--- config.mk ---
export PLATFORM = sky130hd
export DESIGN_NAME = fdm_tree_demux
export DESIGN_NICKNAME = d
export VERILOG_FILES = /design/src/rtl/fdm_pkg.sv /design/src/rtl/fdm_split_level.sv /design/src/rtl/fdm_flow_ctrl.sv /design/src/rtl/fdm_tree_demux.sv
export SDC_FILE = /design/constraint.sdc
export NUM_CORES = 1
export LEC_CHECK = 0
export BUFFER_PORTS_ARGS = -buffer_cell sky130_fd_sc_hd__buf_2
export CORE_UTILIZATION = 55
export DETAILED_ROUTE_END_ITERATION = 8
export GPL_TIMING_DRIVEN = 0
export PLACE_DENSITY_LB_ADDON = 0.05
export RECOVER_POWER = 50
export SLEW_MARGIN = 20
export SYNTH_ARGS = -nofsm -noshare
export SYNTH_HDL_FRONTEND = slang
export SYNTH_SLANG_ARGS = --single-unit
--- constraint.sdc ---
create_clock -name clk -period 6.9 [get_ports clk]
set_clock_uncertainty 0.15 [all_clocks]
set_input_delay 0.69 -clock clk [delete_from_list [all_inputs] [get_ports clk]]
set_output_delay 0.69 -clock clk [all_outputs]
set_load 0.1 [all_outputs]
--- src/rtl/fdm_pkg.sv ---
package fdm_pkg;
  localparam int unsigned FDM_NUM_CH_DEF  = 16;
  localparam int unsigned FDM_ENTRY_W_DEF = 32;

  // width of an entry as it enters tree level lvl (one channel bit dropped per level)
  function automatic int unsigned fdm_lvl_w(int unsigned entry_w, int unsigned lvl);
    return entry_w - lvl;
  endfunction
endpackage

--- src/rtl/fdm_split_level.sv ---
module fdm_split_level #(
  parameter int unsigned IN_N = 1,
  parameter int unsigned IN_W = 32
) (
  input  logic                             clk,
  input  logic                             rst_n,
  input  logic                             adv,
  input  logic [IN_N-1:0]                  in_vld,
  input  logic [IN_N-1:0][IN_W-1:0]        in_data,
  output logic [2*IN_N-1:0]                out_vld,
  output logic [2*IN_N-1:0][IN_W-2:0]      out_data
);
  localparam int unsigned OUT_N = 2 * IN_N;

  for (genvar j = 0; j < OUT_N; j++) begin : g_slot
    localparam int unsigned PARENT = j / 2;
    localparam logic        SIDE   = 1'(j % 2);
    logic take;

    // the top remaining bit of the parent's entry picks the branch
    assign take = in_vld[PARENT] && (in_data[PARENT][IN_W-1] == SIDE);

    always_ff @(posedge clk) begin
      if (!rst_n) begin
        out_vld[j] <= 1'b0;
      end else if (adv) begin
        out_vld[j] <= take;
      end
    end

    always_ff @(posedge clk) begin
      if (adv && take) begin
        out_data[j] <= in_data[PARENT][IN_W-2:0];
      end
    end
  end
endmodule

--- src/rtl/fdm_flow_ctrl.sv ---
module fdm_flow_ctrl #(
  parameter int unsigned NUM_CH = 16,
  parameter int unsigned LEVELS = 4
) (
  input  logic              clk,
  input  logic              rst_n,
  input  logic              in_valid,
  input  logic [NUM_CH-1:0] last_vld,
  input  logic [NUM_CH-1:0] ch_full,
  input  logic [LEVELS-1:0] lvl_busy,
  output logic              adv,
  output logic              in_ready,
  output logic [NUM_CH-1:0] wr_en,
  output logic              done
);
  logic stall;
  logic done_q;

  assign stall    = |(last_vld & ch_full);
  assign adv      = !stall;
  assign in_ready = !stall;
  assign wr_en    = last_vld & {NUM_CH{!stall}};

  always_ff @(posedge clk) begin
    if (!rst_n) begin
      done_q <= 1'b0;
    end else begin
      done_q <= !in_valid && !(|lvl_busy);
    end
  end

  assign done = done_q;
endmodule

--- src/rtl/fdm_tree_demux.sv ---
module fdm_tree_demux
  import fdm_pkg::*;
#(
  parameter int unsigned NUM_CH  = FDM_NUM_CH_DEF,
  parameter int unsigned ENTRY_W = FDM_ENTRY_W_DEF,
  localparam int unsigned LEVELS = $clog2(NUM_CH),
  localparam int unsigned PAY_W  = ENTRY_W - LEVELS
) (
  input  logic                    clk,
  input  logic                    rst_n,
  input  logic                    in_valid,
  output logic                    in_ready,
  input  logic [ENTRY_W-1:0]      in_entry,
  input  logic [NUM_CH-1:0]       ch_full,
  output logic [NUM_CH-1:0]       ch_wr_en,
  output logic [NUM_CH*PAY_W-1:0] ch_wr_data,
  output logic                    done
);
  logic              adv;
  logic [LEVELS-1:0] lvl_busy;
  logic [NUM_CH-1:0] last_vld;

  for (genvar k = 0; k < LEVELS; k++) begin : g_lvl
    localparam int unsigned IN_N = 1 << k;
    localparam int unsigned IN_W = fdm_lvl_w(ENTRY_W, k);
    logic [IN_N-1:0]              iv;
    logic [IN_N-1:0][IN_W-1:0]    id;
    logic [2*IN_N-1:0]            ov;
    logic [2*IN_N-1:0][IN_W-2:0]  od;

    if (k == 0) begin : g_src
      assign iv[0] = in_valid && in_ready;
      assign id[0] = in_entry;
    end else begin : g_chain
      assign iv = g_lvl[k-1].ov;
      assign id = g_lvl[k-1].od;
    end

    fdm_split_level #(
      .IN_N (IN_N),
      .IN_W (IN_W)
    ) u_level (
      .clk      (clk),
      .rst_n    (rst_n),
      .adv      (adv),
      .in_vld   (iv),
      .in_data  (id),
      .out_vld  (ov),
      .out_data (od)
    );

    assign lvl_busy[k] = |ov;
  end

  assign last_vld = g_lvl[LEVELS-1].ov;

  for (genvar c = 0; c < NUM_CH; c++) begin : g_port
    assign ch_wr_data[c*PAY_W +: PAY_W] = g_lvl[LEVELS-1].od[c];
  end

  fdm_flow_ctrl #(
    .NUM_CH (NUM_CH),
    .LEVELS (LEVELS)
  ) u_flow (
    .clk      (clk),
    .rst_n    (rst_n),
    .in_valid (in_valid),
    .last_vld (last_vld),
    .ch_full  (ch_full),
    .lvl_busy (lvl_busy),
    .adv      (adv),
    .in_ready (in_ready),
    .wr_en    (ch_wr_en),
    .done     (done)
  );
endmodule

Word level (Yosys, flattened, before mapping):

Index checks and enable logic that the tools add are counted.

* word-level logic and storage cells: 145
* bits of input ports: 51
* output and inout bits: 466
* flip-flop bits (word level): 893

* bitwise logic cells: 17
* reductions and logical operators: 67

Operators with widths (count)
* 1-bit logical AND: 62
* 16-bit AND: 2
* 30-bit OR reduction: 1
* 16-bit OR reduction: 1
* 1-bit NOT: 15
* 1-bit zero test: 3

Logic depth before layout (Yosys ltp):

Gate-level depths: netlist of the first run.

* word-level depth: 6
* depth in mapped cells: 7

Hierarchy:

From an unflattened synthesis of the first run, not the netlist that was laid out.

* cells, all modules: 1061
* area total of the unflattened synthesis: 27641.5 µm²

Modules (own cells, without submodules)
* fdm_split_level at g_lvl[3].u_level: cells each 533, times used 1, area an instance 14238.7 µm²
* fdm_split_level at g_lvl[2].u_level: cells each 274, times used 1, area an instance 7350.8 µm²
* fdm_split_level at g_lvl[1].u_level: cells each 140, times used 1, area an instance 3776.1 µm²
* fdm_split_level at g_lvl[0].u_level: cells each 72, times used 1, area an instance 1949.4 µm²
* fdm_flow_ctrl: cells each 31, times used 1, area an instance 259.0 µm²
* fdm_tree_demux: cells each 11, times used 1, area an instance 67.6 µm²

Worst setup path after synthesis of the first run:

OpenSTA, ideal clock, no wires.

* path type: input to output
* start point: input port ch_full[14]
* end point: output port ch_wr_en[10]
* data arrival time: 2.684 ns
* setup slack: 3.376 ns
* required time: 6.060 ns
* stages on the path: 6
* cells stage by stage: a22o_1 -> a221oi_2 -> and4_1 -> buf_4 -> buf_2 -> and2_1

* cells in the longest elaborated chain, start to end: 4

RTL lines
* start: declaration: line fdm_tree_demux.sv:14 `input logic [NUM_CH-1:0] ch_full,`
* 16-bit AND: line fdm_flow_ctrl.sv:19 `assign stall = |(last_vld & ch_full);`
* 16-bit OR reduction: line fdm_flow_ctrl.sv:19
* 1-bit zero test
* via in_ready: line fdm_tree_demux.sv:12 `output logic in_ready,`
* 16-bit AND: line fdm_flow_ctrl.sv:22 `assign wr_en = last_vld & {NUM_CH{!stall}};`
* end: declaration: line fdm_tree_demux.sv:15 `output logic [NUM_CH-1:0] ch_wr_en,`

The timed path passes the listed nets, and every way through them passes these cells.

Worst setup path in the final report of the first run:

* start point: register g_lvl[3].u_level.out_vld[2]
* end point: output port ch_wr_en[15]

* cells in the longest elaborated chain, start to end: 4

RTL lines
* start: declaration: line fdm_split_level.sv:10 `output logic [2*IN_N-1:0] out_vld,`
* start signal: indexed assignment: line fdm_split_level.sv:27 `out_vld[j] <= take;`
* 16-bit AND: line fdm_flow_ctrl.sv:19
* 16-bit OR reduction: line fdm_flow_ctrl.sv:19
* 1-bit zero test: line fdm_flow_ctrl.sv:22
* 16-bit AND: line fdm_flow_ctrl.sv:22

Every way passes these cells.

==> metrics.md, run 1 <==
| Metric | Value |
|---|---|
| Gr usage total | 0.238 |
| Syn nets | around 1100 |
| Total placed instance area | approximately 0.032 mm^2 |
| Clock-pin slew on the worst setup and hold paths | 60 ps |
| Avg Inst Size Synth | 26.0 um^2 |
| Clock sink total | roughly 890 |
| DP HPWL | roughly 44000 um |
| Port Buf Inserts | 515 |
| Final cell count without fillers | around 2400 |
| Yosys top cell by area | edfxtp_1 |
| Synth Area in Simple Gates | 0.0254 |
| Worst path top cell family by delay | buffers and inverters |
| Tcrit/Tclk final | 0.601 |
| Mapped cell area | around 0.028 mm^2 |
| DRT antenna net count | 0 |
| Routability cong. | approximately 0.85 |
| First-pass GRT wire length | about 84000 um |
| RSZ-0062 raised after global routing | no |
| Yosys top cell area share | 0.934 |
| Post_cts resized | 0 |
| Wire per inst | approximately 26 um |
| CTS tree | done |
| Setup total negative slack | 0 ps |
| Synthesis-to-layout area growth | 23.8% |
| Sequential area share after synthesis | 0.956 |
| Total core area | roughly 0.049 mm^2 |
| Die area | just over 0.05 mm^2 |
| Fill cells | approximately 3200 |
| Post-CTS Hold Buffers | 0 |
| Post-CTS Repair Setup Buffers | 0 |
| Post-synthesis mux area share | 0.0108 |
| #FFs+latches synth | ~890 |
| Vias in the first global route | roughly 12000 |
| Headroom to the max-slew limit | 0.153 |
| Crit path max-delay cell type | clkbuf_1 |
| Met1 usage | 0.304 |
| Critical path fanouts, max | 10 |
| Pwr per Cell Area | a little over 300 mW/mm^2 |
| DRT Wirelength | between 60000 and 70000 um |
| Crit end category | output port |
| Critical Path AT | around 3300 ps |
| Synth Area in Adders | 0 |
| Die Y | between 200 and 250 um |
| Syn Inst Count | approximately 1100 |
| Overflow after GRT | 0 |
| Clock Tree Buf Depth | 3 |
| Critical path class | register to output port |
| Detailed-route via count | about 13000 |
| Slowest stage delay, CP | 460 ps |
| Num CTS Buffers | 84 |
| Share of layout cells above drive strength 1 | 0.264 |
| Initial Util | 0.562 |
| Max frequency | between 200 and 250 MHz |
| Crit path required time | around 6100 ps |
| Final instance area | 0.0343 mm^2 |
| Critical-path cell list | a22o_1 > a221oi_1 > and4_1 > clkbuf_1 > clkbuf_1 > clkbuf_1 > and2_1 > buf_2 |
| Clock Root Buffer | clkbuf_16 |
| Compound-gate portion of the synthesized area | 0.00343 |
| Final Slew Violations | 0 |
| Rows | 81 |
| Layout net count | 1747 |
| Drc violations | 0 |
| GR Util met2 | 0.407 |
| Post-synth cell types | 23 |
| Clk Latency, worst-skew pair | 610 ps |
| Inst Count DP | between 2000 and 2500 |
| Global routing usage on met3 | 0.0439 |
| Largest family of logic cells by synthesized area | simple AND/OR/NAND/NOR gates |
| Maximum capacitance violations | 0 |
| Hold Crit Class | input port to register |
| H-tree levels | 3 |
| Outcome | complete, no violations |
| Final count of hold timing violations | 0 |
| Most frequent CP cell | clkbuf_1 |
| Yosys warning count | 0 |
| Hold Slack | approximately 140 ps |
| Synth area leaders | edfxtp_1 93%, dfxtp_1 2.2%, mux2i_1 1.1% |
| Least-Margin Pin Slew | between 1000 and 1500 ps |
| DRT iter0 DRCs | a little under 900 |
| Peak VDD IR | between 0.3 and 0.4 mV |
| Initial antenna violation count | 5 |
| I/O pins | about 520 |
| Vias/cell | 5.23 |
| Drt first pass iters | 5 |
| Largest net degree at the start of global routing | 28 |
| Min Tclk post-route | between 4000 and 5000 ps |
| Setup violators final | 0 |
| Total leakage power | around 12 nW |
| Global route hottest layer | met2 |
| Die width | around 230 um |
| XOR/XNOR Fraction of Synth Area | 0 |
| Bufs and invs on worst path | 4 |
| CP Launch Type | register |
[worst reg2reg max path: cells and delay by family, from the launching register on]
kind / cells / cell delay (ps)
buffers and inverters: 3 / 940
AND/OR/NAND/NOR: 2 / 860
flip-flops: 1 / 380
AO/OA/AOI/OAI: 2 / 420
[synthesized netlist by cell type, drive strengths merged]
cell type  instances
and2              16
nor4b              1
buf                7
nand4              2
edfxtp           862
nand3b            15
a22o               4
and3b             15
nand3             15
and3              15
nand2             30
clkbuf             9
mux2i             30
nor2               1
and4               1
nor4               7
a221oi             4
dfxtp             31
[flip-flops by register name, indices dropped and copies added (netlist names)]
name and count:
g_lvl.u_level.out_data 862, u_flow.done 1, g_lvl.u_level.out_vld 30
[area by class of cell]
| type | instances | area, um^2 | share of cell area |
|---|---|---|---|
| flip-flops and latches | 893 | 26500 | 0.772 |
| repair buffers | 545 | 3000 | 0.0875 |
| clock buffers | 95 | 2180 | 0.0636 |
| multi-input cells | 156 | 1120 | 0.0328 |
| well taps | 664 | 831 | 0.0242 |
| clock inverters | 55 | 606 | 0.0176 |
| plain buffers | 16 | 62.6 | 0.00182 |
| diodes | 3 | 7.51 | 0.000219 |
[layer usage]
layer  up-vias  part of all wire
li1       5555                 -
met1      6515              0.39
met3       101             0.061
met4         8             0.031
met5         -           0.00084
met2       523              0.51
[placed cells by master (no fill, tap or decap), types with 16 or more instances in the layout]
master and instances:
buf_2 287, clkbuf_1 251, dfxtp_1 31, and2_1 16
clkinv_1 24, mux2i_1 30, edfxtp_1 862, clkbuf_16 85
nand2_1 30
[logic make-up after synthesis]
| family | after synthesis |
|---|---|
| AND/OR/NAND/NOR | 118 |
| AO/OA/AOI/OAI | 8 |
| buffers and inverters | 16 |
| flip-flops | 893 |
| multiplexers | 30 |
[power breakdown]
part | leakage [nW] | switching (mW) | total [mW] | internal (mW)
Clock | 1.37 | 1.85 | 4.64 | 2.79
Sequential | 8.04 | 0.0229 | 5.95 | 5.93
Combinational | 2.35 | 0.0874 | 0.112 | 0.0248
Total | 11.8 | 1.96 | 10.7 | 8.74
[metrics by stage]
| step | worst slack, ps | power, mW | utilization |
|---|---|---|---|
| 2_1_floorplan | 3380 | 6.12 | - |
| 6_report | 2750 | 10.7 | 0.695 |
| 3_5_place_dp | 3650 | 6.19 | 0.646 |
| 3_3_place_gp | 3050 | 6.17 | 0.631 |
| 4_1_cts | 3420 | 10.8 | 0.703 |
| 5_1_grt | 2490 | 11.0 | 0.695 |
[worst paths after layout]
kind | from | end | slack, ps | cells after the start
setup reg to reg | g_lvl[3].u_level.out_vld[2] | g_lvl[1].u_level.out_data[72] | 3820 | 7
hold reg to reg | g_lvl[0].u_level.out_data[49] | g_lvl[1].u_level.out_data[78] | 290 | 0
hold / removal | in_entry[30] | g_lvl[0].u_level.out_data[30] | 140 | 1
setup / recovery | g_lvl[3].u_level.out_vld[2] | ch_wr_en[15] | 2750 | 8
Note: power is estimated with default switching activity, not from simulation.
==> inputs of run 2 (changes only) <==
--- a/config.mk
+++ b/config.mk
@@ -5,8 +5,9 @@
 export SDC_FILE = /design/constraint.sdc
 export NUM_CORES = 1
 export LEC_CHECK = 0
+export ABC_AREA = 1
 export BUFFER_PORTS_ARGS = -buffer_cell sky130_fd_sc_hd__buf_2
-export CORE_UTILIZATION = 55
+export CORE_UTILIZATION = 54
 export DETAILED_ROUTE_END_ITERATION = 8
 export GPL_TIMING_DRIVEN = 0
 export PLACE_DENSITY_LB_ADDON = 0.05
==> constraint.sdc (replaced) <==
create_clock -name clk -period 4.15 [get_ports clk]
set_clock_uncertainty 0.15 [all_clocks]
set_input_delay 0.415 -clock clk [delete_from_list [all_inputs] [get_ports clk]]
set_output_delay 0.415 -clock clk [all_outputs]
set_load 0.1 [all_outputs]
==> run 2 against run 1 <==
Synthesized cell count increased by 6.7%; sequential power increased by 66%; final area decreased by 0.26%; count of clock-buffer cells in the layout increased by 5; routed wire length increased by 0.85%; total power increased by 65%; clock power increased by 63%; non-clock buffer count increased by 24; final cell count increased by 4.2%; first-iteration DRC count increased by 11%; critical endpoint is now ch_wr_en[2].
==> metrics.md, run 2 <==
| Metric | Value |
|---|---|
| Most instantiated cells after synthesis | 862 x edfxtp_1, 70 x inv_1, 59 x nand2_1, 31 x dfxtp_1, 30 x a21oi_1 |
| Largest net degree at the start of global routing | 32 (+14%) |
| Wire per inst | 24.7 um (-3.3%) |
| Tcrit/Tclk final | 0.819 |
| Critical Path AT | 2840 ps (-470 ps) |
| Met1 usage | 0.305 (+0.000772) |
| Clock Tree Buf Depth | 3 (unchanged) |
| Synth area leaders | edfxtp_1 94%, dfxtp_1 2.2%, inv_1 0.95% |
| Min Tclk post-route | 3400 ps |
| Yosys top cell area share | 0.938 (+0.00483) |
| Total leakage power | 11.7 nW (-0.29%) |
| Cell with the most instances after synthesis | edfxtp_1 |
| Hold Crit Class | input port to register |
| Initial Util | 0.549 (-0.0131) |
| Drt first pass iters | 5 (unchanged) |
| Mapped cell area | 0.0276 mm^2 (-0.51%) |
| Fill cells | 3385 (+5.5%) |
| Final cell count without fillers | 2530 (+4.2%) |
| Post_cts resized | 0 (unchanged) |
| Die area | 0.0520 mm^2 (+1.3%) |
| CP Launch Type | register |
| Slowest stage delay, CP | 440 ps (-20 ps) |
| GR Util met2 | 0.410 (+0.00316) |
| Top FF cell, synth | edfxtp_1 |
| I/O pins | 517 (unchanged) |
| Avg Inst Size Synth | 24.3 um^2 (-6.7%) |
| Commonest cells after routing, fill and taps aside | 862 x edfxtp_1, 269 x clkbuf_1, 268 x buf_2 |
| Headroom to the max-slew limit | 0.151 (-0.00153) |
| Crit end category | output port |
| RSZ-0062 raised after global routing | no |
| Total core area | 0.0503 mm^2 (+1.9%) |
| Critical path class | register to output port |
| Synthesis-to-layout area growth | 24.1% |
| Gr usage total | 0.240 (+0.00134) |
| Final Slew Violations | 0 (unchanged) |
| Layout net count | 1846 (+5.7%) |
| DRT antenna net count | 0 (unchanged) |
| Clock Root Buffer | clkbuf_16 |
| Sequential area share after synthesis | 0.961 (+0.00494) |
| Crit path required time | 3590 ps (-2470 ps) |
| Initial antenna violation count | 2 (-3) |
| Critical-path cell list | nand2_1 > nand2_1 > nor2_1 > nand2_1 > nor2_1 > inv_1 > clkbuf_1 > nor2_1 > buf_2 |
| Setup total negative slack | 0 ps (unchanged) |
| Global routing usage on met3 | 0.0426 (-0.00130) |
| DP HPWL | 43100 um (-1.9%) |
| Die width | 228 um (+0.66%) |
| Syn Inst Count | 1136 (+6.7%) |
| Worst setup startpoint | g_lvl[3].u_level.out_vld[1] |
| Num CTS Buffers | 83 (-1.2%) |
| Overflow after GRT | 0 (unchanged) |
| Final count of hold timing violations | 0 (unchanged) |
| Most common cell after layout, fill and taps aside | edfxtp_1 |
| Setup violators final | 0 (unchanged) |
| Max reg flops | 862 (unchanged) |
| Clock sink total | 893 (unchanged) |
| Vias/cell | 5.10 (-2.5%) |
| EDFF count, synth | 862 (unchanged) |
| Inst Count DP | 2348 (+3.3%) |
| Pwr per Cell Area | 516 mW/mm^2 (+65%) |
| Share of flip-flops with an asynchronous set or reset | 0 (unchanged) |
| Outcome | complete, no violations |
| Biggest register | g_lvl.u_level.out_data |
| Crit path max-delay cell type | buf_2 |
| Rows | 82 (+1.2%) |
| Total design power | 17.7 mW (+65%) |
| Clock-pin slew on the worst setup and hold paths | 60 ps (about the same) |
| Syn nets | 1187 (+6.4%) |
| CTS tree | done |
| Vias in the first global route | 12900 (+4.6%) |
| Port Buf Inserts | 516 (+0.19%) |
| DRT Wirelength | 62600 um (+0.85%) |
| Yosys warning count | 0 (unchanged) |
| Die Y | 228 um (+0.66%) |
| Routability cong. | 0.825 (-3.4%) |
| Yosys top cell by area | edfxtp_1 |
| Hold Slack | 178 ps (+42.2 ps) |
| Detailed-route via count | 12900 (+1.6%) |
| H-tree levels | 3 (unchanged) |
| DRT iter0 DRCs | 979 (+11%) |
| #FFs+latches synth | 893 (unchanged) |
| Least-Margin Pin Slew | 1280 ps (+2.31 ps) |
| First-pass GRT wire length | 87700 um (+4.6%) |
| Share of layout cells above drive strength 1 | 0.240 (-0.0246) |
| Max frequency | 294 MHz |
| Drc violations | 0 (unchanged) |
| Reg-to-reg critical path startpoint | g_lvl[3].u_level.out_vld[1] |
| Critical path fanouts, max | 10 (unchanged) |
| Global route hottest layer | met2 |
| Peak VDD IR | 0.419 mV (+34%) |
| Post-synth cell types | 16 (-30%) |
| Min-delay src | rst_n |
| Maximum capacitance violations | 0 (unchanged) |
| Clk Latency, worst-skew pair | 610 ps (about the same) |
## run 2: cell count changes in the layout (fill, tap and decap cells not counted), moves of 18 or more
cell,change
inv_1,+40
dlygate4sd3_1,+34
a21oi_1,+30
inv_2,+30
mux2i_1,-30
nand2_1,+30
nor2_1,+28
buf_2,-19
clkbuf_1,+18
## run 2: through the flow
stage	setup WS, ps	instance area, um^2	utilization
6_report	749	34200	0.681
5_1_grt	456	34200	0.681
4_1_cts	1070	34600	0.688
3_5_place_dp	1560	31500	0.627
3_3_place_gp	869	31000	0.617
2_1_floorplan	1190	27600	-
## run 2: repair_timing
item                                   in CTS  in global routing
buffers inserted                            0                  0
endpoints found under the hold margin      64                  0
hold buffers                               34                  0
setup endpoints to repair                   0                  0
## run 2: path summary, 6_finish.rpt
| check | end | slack [ps] | depth (start not counted) |
|---|---|---|---|
| setup / recovery | ch_wr_en[2] | 750 | 9 |
| hold / removal | u_flow.done | 180 | 5 |
| setup reg to reg | g_lvl[3].u_level.out_data[148] | 1110 | 8 |
| hold reg to reg | g_lvl[1].u_level.out_data[72] | 280 | 0 |
## run 2: per-layer routing
metal | up-vias | wire length, um
met2 | 546 | 32100
met4 | 2 | 2140
met1 | 6527 | 24400
li1 | 5713 | -
met5 | - | 8
met3 | 119 | 3860
## run 2: final cells by class
class / instances / area (um^2) / share of cell area
tap: 672 / 841 / 0.0246
clock inverter: 47 / 507 / 0.0148
timing repair buffer: 574 / 3140 / 0.0917
sequential: 893 / 26500 / 0.774
multi-input combinational: 162 / 718 / 0.0210
clock buffer: 100 / 2210 / 0.0646
inverter: 70 / 263 / 0.00767
buffer: 11 / 50.0 / 0.00146
antenna: 1 / 2.50 / 0.0000731
## run 2: worst max-delay path: cells and delay by family, from the launching register on
| family | cells | cell delay (ps) |
|---|---|---|
| buffers and inverters | 3 | 870 |
| flip-flops | 1 | 370 |
| AND/OR/NAND/NOR | 6 | 990 |
## run 2: cell families (layout without fill, tap and decap cells)
group,count (synthesis),count (layout),share of synthesized area
other,0,1,0
DFF,893,893,0.961
AOI/OAI and AO/OA,46,46,0.00835
and+or+nand+nor,116,116,0.0188
buffers and inverters,81,802,0.0120
## run 2: where the power goes
group          internal, mW  total, mW  leakage [nW]  switching, mW
combinational        0.0523      0.200          2.35          0.147
sequential             9.86       9.90          8.04         0.0379
clock                  4.47       7.57          1.34           3.09
==> inputs of run 3 (changes only) <==
--- a/config.mk
+++ b/config.mk
@@ -5,9 +5,9 @@
 export SDC_FILE = /design/constraint.sdc
 export NUM_CORES = 1
 export LEC_CHECK = 0
-export ABC_AREA = 1
+export ABC_AREA = 0
 export BUFFER_PORTS_ARGS = -buffer_cell sky130_fd_sc_hd__buf_2
-export CORE_UTILIZATION = 54
+export CORE_UTILIZATION = 49
 export DETAILED_ROUTE_END_ITERATION = 8
 export GPL_TIMING_DRIVEN = 0
 export PLACE_DENSITY_LB_ADDON = 0.05
==> constraint.sdc (replaced) <==
create_clock -name clk -period 2.8 [get_ports clk]
set_clock_uncertainty 0.15 [all_clocks]
set_input_delay 0.28 -clock clk [delete_from_list [all_inputs] [get_ports clk]]
set_output_delay 0.28 -clock clk [all_outputs]
set_load 0.1 [all_outputs]
==> run 3 against run 2 <==
Final cell count grew 0.75%; setup slack worse by 700 ps; count of clock-buffer cells in the layout increased by 7; combinational power increased by 66%; via count down 1.0%; global-route usage fell by 1.3 points; critical path type unchanged; largest power group unchanged.
==> metrics.md, run 3 (synthesized netlist as in run 1, its figures left out) <==
| Metric | Value |
|---|---|
| Clk Latency, worst-skew pair | 610 ps (about the same) |
| Routability cong. | 0.806 (-2.2%) |
| DP HPWL | 46100 um (+7.0%) |
| DRT iter0 DRCs | 931 (-4.9%) |
| Drt first pass iters | 6 (+1) |
| Total placed instance area | 0.0319 mm^2 (+1.3%) |
| I/O pins | 517 (unchanged) |
| Initial antenna violation count | 3 (+1) |
| FF+latch area | 0.0265 mm^2 (about the same) |
| CTS tree | done |
| Critical-path cell list | a22o_1 > a221oi_2 > and4_1 > buf_4 > clkbuf_4 > and2_1 > buf_12 |
| Most common cell after layout, fill and taps aside | edfxtp_1 |
| Fill cells | 3947 (+17%) |
| Clock sink total | 893 (unchanged) |
| Post-CTS Repair Setup Buffers | 0 (unchanged) |
| DRT antenna net count | 0 (unchanged) |
| Hold Crit Class | input port to register |
| DP Worst Slack | 77.3 ps (-1490 ps) |
| Critical path fanouts, max | 10 (unchanged) |
| Bufs and invs on worst path | 3 (unchanged) |
| Biggest register | g_lvl.u_level.out_data |
| Max frequency | roughly 360 MHz |
| Total leakage power | 12.5 nW (+6.4%) |
| Peak VDD IR | 0.505 mV (+20%) |
| Vias/cell | 5.01 (-1.8%) |
| Rows | 86 (+4.9%) |
| First-pass GRT wire length | 89500 um (+2.0%) |
| Die Y | 240 um (+5.2%) |
| Slowest stage delay, CP | 360 ps (-80 ps) |
| Gr usage total | 0.226 (-0.0135) |
| Initial Util | 0.499 (-0.0493) |
| Clock Root Buffer | clkbuf_16 |
| CP Launch Type | register |
| RSZ-0062 raised after global routing | yes |
| Crit path max-delay cell type | dfxtp_2 |
| Drc violations | 0 (unchanged) |
| Headroom to the max-slew limit | 0.618 (+0.467) |
| Tcrit/Tclk final | 0.983 |
| Worst path top cell family by delay | buffers and inverters |
| Port Buf Inserts | 515 (-0.19%) |
| Total core area | 0.0555 mm^2 (+10%) |
| Die width | 240 um (+5.2%) |
| Max reg flops | 862 (unchanged) |
| Final count of hold timing violations | 0 (unchanged) |
| Largest net degree at the start of global routing | 25 (-22%) |
| Critical Path AT | 2320 ps (-520 ps) |
| Layout net count | 1782 (-3.5%) |
| Vias in the first global route | 12600 (-1.9%) |
| Clock Tree Buf Depth | 3 (unchanged) |
| Overflow after GRT | 0 (unchanged) |
| Hold Slack | 103 ps (-75.9 ps) |
| Setup violators final | 0 (unchanged) |
| Area of the multi-input gates | 0.00115 mm^2 (+60%) |
| Outcome | complete, no violations |
| Critical path class | register to output port |
| DRT Wirelength | 65700 um (+5.1%) |
| Clock-pin slew on the worst setup and hold paths | 60 ps (about the same) |
| Detailed-route via count | 12800 (-1.0%) |
| Setup total negative slack | 0 ps (unchanged) |
| Wire per inst | 25.8 um (+4.3%) |
| Maximum capacitance violations | 0 (unchanged) |
| Crit end category | output port |
| H-tree levels | 3 (unchanged) |
| Min Tclk post-route | roughly 2800 ps |
| Final instance area | 0.0352 mm^2 (+2.9%) |
| Share of layout cells above drive strength 1 | 0.380 (+0.141) |
| Commonest cells after routing, fill and taps aside | 862 x edfxtp_1, 468 x buf_2, 88 x clkbuf_16 |
| Final Slew Violations | 0 (unchanged) |
| Pwr per Cell Area | 744 mW/mm^2 (+44%) |
| Die area | 0.0575 mm^2 (+11%) |
| Synthesis-to-layout area growth | 27.1% |
| Crit path required time | 2370 ps (-1220 ps) |
| Least-Margin Pin Slew | 573 ps (-706 ps) |
| Num CTS Buffers | 86 (+3.6%) |
| Final worst-path setup slack | 47.5 ps (-702 ps) |
[run 3: cell count changes in the layout (fill, tap and decap cells not counted), sizes merged, moves of 15 or more]
| cell | change |
|---|---|
| buf | +227 |
| clkbuf | -211 |
| inv | -70 |
| nand2 | -31 |
| a21oi | -30 |
| mux2i | +30 |
| nor2 | -28 |
| and2 | +16 |
| o21ai | -16 |
| and3 | +15 |
| and3b | +15 |
| nand3b | +15 |
[run 3: routing by layer]
metal	up-vias	wire (um)	GRT usage	part of all wire
met5	-	9	0	0.00014
met4	2	1740	0.0801	0.026
met3	103	3460	0.0390	0.053
met2	461	34500	0.394	0.52
met1	6585	26000	0.287	0.40
li1	5624	-	-	-
[run 3: through the flow]
step | utilization | std cells | power [mW]
final | 0.635 | 2549 | 26.2
after global routing | 0.635 | 2548 | 27.0
after CTS | 0.634 | 2547 | 26.5
after detailed placement | 0.575 | 2358 | 15.2
after global placement | 0.563 | 2328 | 15.2
after floorplan | - | 1065 | 15.1
[run 3: path summary, 6_finish.rpt]
check	end	depth (start not counted)	startpoint	slack [ps]
setup reg to reg	g_lvl[3].u_level.out_data[180]	7	g_lvl[3].u_level.out_vld[15]	140
setup / recovery	ch_wr_en[11]	7	g_lvl[3].u_level.out_vld[15]	50
hold reg to reg	g_lvl[1].u_level.out_data[13]	0	g_lvl[0].u_level.out_data[13]	290
hold / removal	u_flow.done	4	rst_n	100
[run 3: power breakdown]
group	internal (mW)	switching (mW)
clock	6.53	4.69
combinational	0.0966	0.234
sequential	14.6	0.0554
total	21.2	4.98
[run 3: worst reg2reg max path, stage by stage (launching register included)]
cell and delay, ps:
dfxtp_2 360, a22o_1 230, a221oi_2 190, and4_1 210, buf_4 140, clkbuf_2 230, and3b_2 590, buf_16 230
[run 3: final cells by class]
cell class,instances,area share
antenna,2,0.000142
buffer,15,0.00337
clock buffer,107,0.0648
clock inverter,49,0.0131
multi-input combinational,156,0.0326
sequential,893,0.752
tap,748,0.0266
timing repair buffer,579,0.107
[run 3: repair_timing]
| action | 4_1_cts | 5_1_grt |
|---|---|---|
| endpoints found under the hold margin | 65 | 0 |
| pin swaps | 0 | 0 |
| gates resized for setup | 50 | 21 |
| hold buffers | 34 | 0 |
| endpoints found under the setup margin | 17 | 12 |
